<file path="src/rtl/fsp_pkg.sv">
package fsp_pkg;

    localparam int unsigned FSP_LEN_W  = 16;
    localparam int unsigned FSP_BYTE_W = 8;
    localparam int unsigned FSP_BIT_W  = $clog2(FSP_BYTE_W);
    localparam logic [FSP_BYTE_W-1:0] FSP_SYNC_BYTE = 8'hAA;

    typedef enum logic [2:0] {
        ST_IDLE,
        ST_MARK,
        ST_LENH,
        ST_LENL,
        ST_PAY,
        ST_TAIL
    } fsp_state_e;

    typedef struct packed {
        fsp_state_e           st;
        logic [FSP_LEN_W-1:0] len;
        logic [FSP_LEN_W-1:0] rem;
    } fsp_seq_t;

    typedef struct packed {
        logic                  active;
        logic                  sclk;
        logic [FSP_BIT_W-1:0]  nbit;
        logic [FSP_BYTE_W-1:0] sh;
    } fsp_shift_t;

endpackage

</file>
<file path="src/rtl/fsp_pace.sv">
module fsp_pace #(
    parameter int unsigned LIMIT = 2,
    localparam int unsigned CW = (LIMIT > 1) ? $clog2(LIMIT) : 1
) (
    input  logic clk,
    input  logic rst_n,
    input  logic run,
    output logic tick
);

    logic [CW-1:0] cnt_d, cnt_q;

    always_comb begin
        tick  = run && (cnt_q == CW'(LIMIT - 1));
        cnt_d = cnt_q;
        if (!run || tick) begin
            cnt_d = '0;
        end else begin
            cnt_d = cnt_q + CW'(1);
        end
    end

    always_ff @(posedge clk or negedge rst_n) begin
        if (!rst_n) begin
            cnt_q <= '0;
        end else begin
            cnt_q <= cnt_d;
        end
    end

    // the half-period counter stays inside its window
    assert_pace_bound_R5: assert property (@(posedge clk) disable iff (!rst_n)
        32'(cnt_q) < LIMIT);

endmodule

</file>
<file path="src/rtl/fsp_shifter.sv">
module fsp_shifter
    import fsp_pkg::*;
#(
    parameter int unsigned HALF_DIV = 2
) (
    input  logic                  clk,
    input  logic                  rst_n,
    input  logic                  ld_valid,
    input  logic [FSP_BYTE_W-1:0] ld_byte,
    output logic                  ld_ready,
    output logic                  sclk,
    output logic                  mosi
);

    fsp_shift_t r_d, r_q;
    logic       half_tick;

    fsp_pace #(.LIMIT(HALF_DIV)) u_pace (
        .clk   (clk),
        .rst_n (rst_n),
        .run   (r_q.active),
        .tick  (half_tick)
    );

    always_comb begin
        r_d      = r_q;
        ld_ready = !r_q.active;
        if (!r_q.active) begin
            if (ld_valid) begin
                r_d.active = 1'b1;
                r_d.sclk   = 1'b0;
                r_d.nbit   = '0;
                r_d.sh     = ld_byte;
            end
        end else if (half_tick) begin
            if (!r_q.sclk) begin
                r_d.sclk = 1'b1;
            end else begin
                r_d.sclk = 1'b0;
                r_d.sh   = {r_q.sh[FSP_BYTE_W-2:0], 1'b0};
                if (r_q.nbit == FSP_BIT_W'(FSP_BYTE_W - 1)) begin
                    r_d.active = 1'b0;
                end else begin
                    r_d.nbit = r_q.nbit + FSP_BIT_W'(1);
                end
            end
        end
    end

    always_ff @(posedge clk or negedge rst_n) begin
        if (!rst_n) begin
            r_q <= '0;
        end else begin
            r_q <= r_d;
        end
    end

    assign sclk = r_q.sclk;
    assign mosi = r_q.sh[FSP_BYTE_W-1];

    // data bit held while the clock is high
    assert_mosi_hold_R12: assert property (@(posedge clk) disable iff (!rst_n)
        (r_q.sclk && $past(r_q.sclk)) |-> $stable(r_q.sh[FSP_BYTE_W-1]));

endmodule

</file>
<file path="src/rtl/fsp_framer_tx.sv">
module fsp_framer_tx
    import fsp_pkg::*;
#(
    parameter int unsigned HALF_DIV = 2
) (
    input  logic                  clk,
    input  logic                  rst_n,
    input  logic                  start_i,
    input  logic [FSP_LEN_W-1:0]  len_i,
    input  logic [FSP_BYTE_W-1:0] pay_data_i,
    input  logic                  pay_valid_i,
    output logic                  pay_ready_o,
    output logic                  busy_o,
    output logic                  sclk_o,
    output logic                  mosi_o,
    output logic                  cs_n_o
);

    fsp_seq_t              s_d, s_q;
    logic                  ld_valid;
    logic                  ld_ready;
    logic [FSP_BYTE_W-1:0] ld_byte;

    fsp_shifter #(.HALF_DIV(HALF_DIV)) u_shift (
        .clk      (clk),
        .rst_n    (rst_n),
        .ld_valid (ld_valid),
        .ld_byte  (ld_byte),
        .ld_ready (ld_ready),
        .sclk     (sclk_o),
        .mosi     (mosi_o)
    );

    always_comb begin
        s_d         = s_q;
        ld_valid    = 1'b0;
        ld_byte     = '0;
        pay_ready_o = 1'b0;
        unique case (s_q.st)
            ST_IDLE: begin
                if (start_i) begin
                    s_d.len = len_i;
                    s_d.rem = len_i;
                    s_d.st  = ST_MARK;
                end
            end
            ST_MARK: begin
                ld_valid = 1'b1;
                ld_byte  = FSP_SYNC_BYTE;
                if (ld_ready) s_d.st = ST_LENH;
            end
            ST_LENH: begin
                ld_valid = 1'b1;
                ld_byte  = s_q.len[FSP_LEN_W-1 -: FSP_BYTE_W];
                if (ld_ready) s_d.st = ST_LENL;
            end
            ST_LENL: begin
                ld_valid = 1'b1;
                ld_byte  = s_q.len[FSP_BYTE_W-1:0];
                if (ld_ready) begin
                    s_d.st = (s_q.len == '0) ? ST_TAIL : ST_PAY;
                end
            end
            ST_PAY: begin
                pay_ready_o = ld_ready;
                ld_valid    = pay_valid_i;
                ld_byte     = pay_data_i;
                if (ld_ready && pay_valid_i) begin
                    s_d.rem = s_q.rem - FSP_LEN_W'(1);
                    if (s_q.rem == FSP_LEN_W'(1)) s_d.st = ST_TAIL;
                end
            end
            ST_TAIL: begin
                if (ld_ready) s_d.st = ST_IDLE;
            end
            default: s_d.st = ST_IDLE;
        endcase
    end

    always_ff @(posedge clk or negedge rst_n) begin
        if (!rst_n) begin
            s_q <= '{st: ST_IDLE, len: '0, rem: '0};
        end else begin
            s_q <= s_d;
        end
    end

    assign busy_o = (s_q.st != ST_IDLE);
    assign cs_n_o = (s_q.st == ST_IDLE);

    // serial clock only rises inside a selected frame
    assert_sclk_framed_R6: assert property (@(posedge clk) disable iff (!rst_n)
        $rose(sclk_o) |-> !cs_n_o);

    // ready only inside a frame
    assert_ready_in_frame_R10: assert property (@(posedge clk) disable iff (!rst_n)
        pay_ready_o |-> (busy_o && !cs_n_o));

    // missing payload byte keeps the clock low
    assert_stall_quiet_R9: assert property (@(posedge clk) disable iff (!rst_n)
        (pay_ready_o && !pay_valid_i) |=> (!sclk_o && !cs_n_o));

    // a start during a frame leaves the captured length alone
    assert_ignore_start_R8: assert property (@(posedge clk) disable iff (!rst_n)
        (busy_o && start_i) |=> $stable(s_q.len));

    // payload phase always has bytes still owed
    assert_rem_live_R4: assert property (@(posedge clk) disable iff (!rst_n)
        (s_q.st == ST_PAY) |-> (s_q.rem != '0));

endmodule

</file>
<file path="config.mk">
export PLATFORM = sky130hd
export DESIGN_NAME = fsp_framer_tx
export DESIGN_NICKNAME = d
export VERILOG_FILES = /design/src/rtl/fsp_pkg.sv /design/src/rtl/fsp_pace.sv /design/src/rtl/fsp_shifter.sv /design/src/rtl/fsp_framer_tx.sv
export SDC_FILE = /design/constraint.sdc
export NUM_CORES = 1
export LEC_CHECK = 0
export BUFFER_PORTS_ARGS = -buffer_cell sky130_fd_sc_hd__buf_2
export CAP_MARGIN = 30
export CORE_MARGIN = 4
export CORE_UTILIZATION = 63
export DETAILED_ROUTE_END_ITERATION = 8
export MAX_ROUTING_LAYER = met4
export PLACE_DENSITY = 0.93
export SLEW_MARGIN = 20
export SYNTH_ARGS = -nofsm -noshare
export SYNTH_HDL_FRONTEND = slang
export SYNTH_SLANG_ARGS = --single-unit
</file>
<file path="constraint.sdc">
create_clock -name clk -period 3.1 [get_ports clk]
set_clock_uncertainty 0.1 [all_clocks]
set_input_delay 0.465 -clock clk [delete_from_list [all_inputs] [get_ports clk]]
set_output_delay 0.465 -clock clk [all_outputs]
set_load 0.02 [all_outputs]
</file>
==> out/qor.txt <==
FILL cells: 319
Power Density: 999 nW/um^2
Cell taking the most area after synthesis: dfrtp_1
Main combinational cell family by area after synthesis: compound AO/OA/AOI/OAI gates
Post-CTS Setup Bufs: 0
Die area: 5590 sq um
Ys async rst share: 100%
TritonRoute pass-1 iters: 5
Data arrival, critical path: 2.14 ns
Synth cell types: 58
Least-Margin Pin Slew: 0.894 ns
Hold_buf cts: 0
Hpwl dp: 4.82 mm
CTS Root Cell: clkbuf_8
CP max FO: 29
DRC: 0
FF+latch count, synth: 49
Routed wl met3: 581 um
Vias in the first global route: 2285
Grt total ovfl: 0
Initial Util: 64.9%
Overall routed net length: 7.02 mm
Crit Path Class: reg2out
Initial antenna violation count: 0
Clock latency on the worst-skew pair: 0.32 ns
Area growth, synth to finish: 10.8%
Post_cts resized: 0
DP Worst Slack: 0.631 ns
TritonCTS Buffers: 5
Max clock buf depth: 2
Worst setup slack after layout: 0.399 ns
Antenna viol nets, final: 0
Core Footprint: 4320 sq um
Mean area per synthesized cell: 9.85 sq um
Post-synth top area share: 43.7%
Worst EP required: 2.53 ns
Achievable Freq: 370 MHz
Worst Hold Class: in2async
Top cells by area, synth: dfrtp_1 44%, mux2_2 5.2%, a21oi_1 4.1%
Met1 Wirelength: 3.00 mm
Most frequent cells in the layout: 49 x dfrtp_1, 32 x buf_2, 23 x a21oi_1
Setup Total Neg Slack: 0 ns
DRT iter0 DRCs: 365
Post-Syn Area: 2810 sq um
DR vias: 2486
Max layer used: met4
Compound-cell area share of the yosys netlist: 22.0%
Clock sink total: 49
Ratio of routed vias to standard cells: 6.89
Yosys warnings: 0
Met2 wire len: 3.27 mm
RSZ-0062 raised after global routing: no
TritonCTS clock tree: yes
Fin. Hold Viols: 0
Sequential fraction of the synthesis area: 43.7%
# nets final: 340
Minimum clock period: 2.70 ns
Total GRT Usage: 27.5%
Final setup violation count: 0
IO Port Bufs: 32
Post-Synth Adder-Cell Area: 1.78%
Outcome: complete, no violations
Slew HR: 39.8%
CTS H-Tree Depth: 2
Maximum vdd drop: 0.535 mV
Routed len/inst: 19.5 um
Die height: 74.7 um
R2r setup slk: 0.52 ns
XOR/XNOR Fraction of Synth Area: 0.312%
Routability Congestion: 0.899
Syn nets: 317
Largest net degree at the start of global routing: 32
First-pass GRT wire length: 11.3 mm
Max-cap violation count: 0
Clock slew at reported path FFs: 0.09 ns
Leakage: 1.31 nW
Final worst path period share: 87.1%
Mux cell area share after synthesis: 8.43%
Post-synth EDFFs: 0
Most common cell after layout, fill and taps aside: dfrtp_1
Synth Area in Simple Gates: 19.6%
Worst setup EP type: output pin
Max Slew Vio Count: 0
Gate Count Post-Synth: 285
Die width: 74.7 um
Num ports: 33
Layout cells sized above 1: 21.4%
Crit start category: register
Antenna diode count: 0
Rows: 24
WHS: 0.0173 ns
Synth Flop Type: dfrtp_1
==> worst paths after layout <==
check / to / from / cells after the start
hold / removal: u_shift.r_q[8] / rst_n / 1
setup / recovery: pay_ready_o / s_q[32] / 3
hold reg to reg: u_shift.r_q[4] / u_shift.r_q[3] / 1
max in group asynchronous: s_q[25] / rst_n / 2
min in group clk: s_q[16] / len_i[0] / 3
setup reg to reg: s_q[14] / s_q[32] / 4
==> routing by layer <==
layer	global-route usage, %	vias to the layer above
met5	-	-
met4	14.0	0
met3	5.47	16
met2	38.8	139
met1	37.7	1206
li1	-	1125
==> flip-flops by register name, indices dropped and copies added (netlist names) <==
| register | flops |
|---|---|
| s_q | 35 |
| u_shift.mosi | 1 |
| u_shift.r_q | 11 |
| u_shift.sclk | 1 |
| u_shift.u_pace.cnt_q | 1 |
==> layout make-up <==
cell class / instances / area [sq um] / area share, %
Sequential cell: 49 / 1230 / 39.4
Tap cell: 52 / 65.1 / 2.09
Timing Repair Buffer: 35 / 195 / 6.28
Clock inverter: 3 / 65.1 / 2.09
Multi-Input combinational cell: 210 / 1460 / 47.1
Clock buffer: 5 / 68.8 / 2.21
Inverter: 7 / 26.3 / 0.845
==> critical path, stage by stage (launching register included) <==
cell	delay, ns
dfrtp_1	0.69
or3b_1	0.77
nor2_1	0.17
buf_2	0.18
==> metrics by stage <==
step	power, W	instances	cell area [sq um]	utilization, %
final	0.00311	361	3110	71.9
after CTS	0.00308	361	3110	71.9
after global placement	0.00245	352	2960	68.4
after floorplan	0.00221	285	2810	-
after detailed placement	0.00252	353	2980	68.8
after global routing	0.00330	361	3110	71.9
==> cells in the mapped netlist (2+ instances only) <==
library cell	count
buf_2	9
a21o_1	2
dfrtp_1	49
inv_1	7
a311oi_1	2
nor3_2	2
nor3_1	6
a21oi_1	23
nand2_1	14
a22oi_1	12
nor4_1	6
or4_1	2
nand3_1	6
and2_1	2
a221o_1	7
clkbuf_1	8
o21bai_1	2
mux2_2	13
nand3b_1	9
nand4b_1	3
o21ai_1	12
o21ai_0	11
mux2_1	8
nor2_1	14
ha_1	4
nor4_2	2
and3_1	3
nor3b_1	3
nor2b_1	4
nand2b_1	3
buf_4	2
a31oi_1	6
o21a_1	4
==> power breakdown <==
part	switching, W	total (W)	leakage [nW]	internal (W)
Sequential	0.000388	0.00131	0.609	0.000923
Combinational	0.000679	0.00125	0.637	0.000572
Clock	0.000224	0.000545	0.0681	0.000321
==> logic make-up after synthesis <==
| kind of cell | Yosys count |
|---|---|
| AO/OA/AOI/OAI | 94 |
| AND/OR/NAND/NOR | 90 |
| flip-flops | 49 |
| buffers and inverters | 26 |
| multiplexers | 21 |
| adder cells (fa/ha/maj) | 4 |
| XOR/XNOR | 1 |
(Power assumes the default switching activity.)
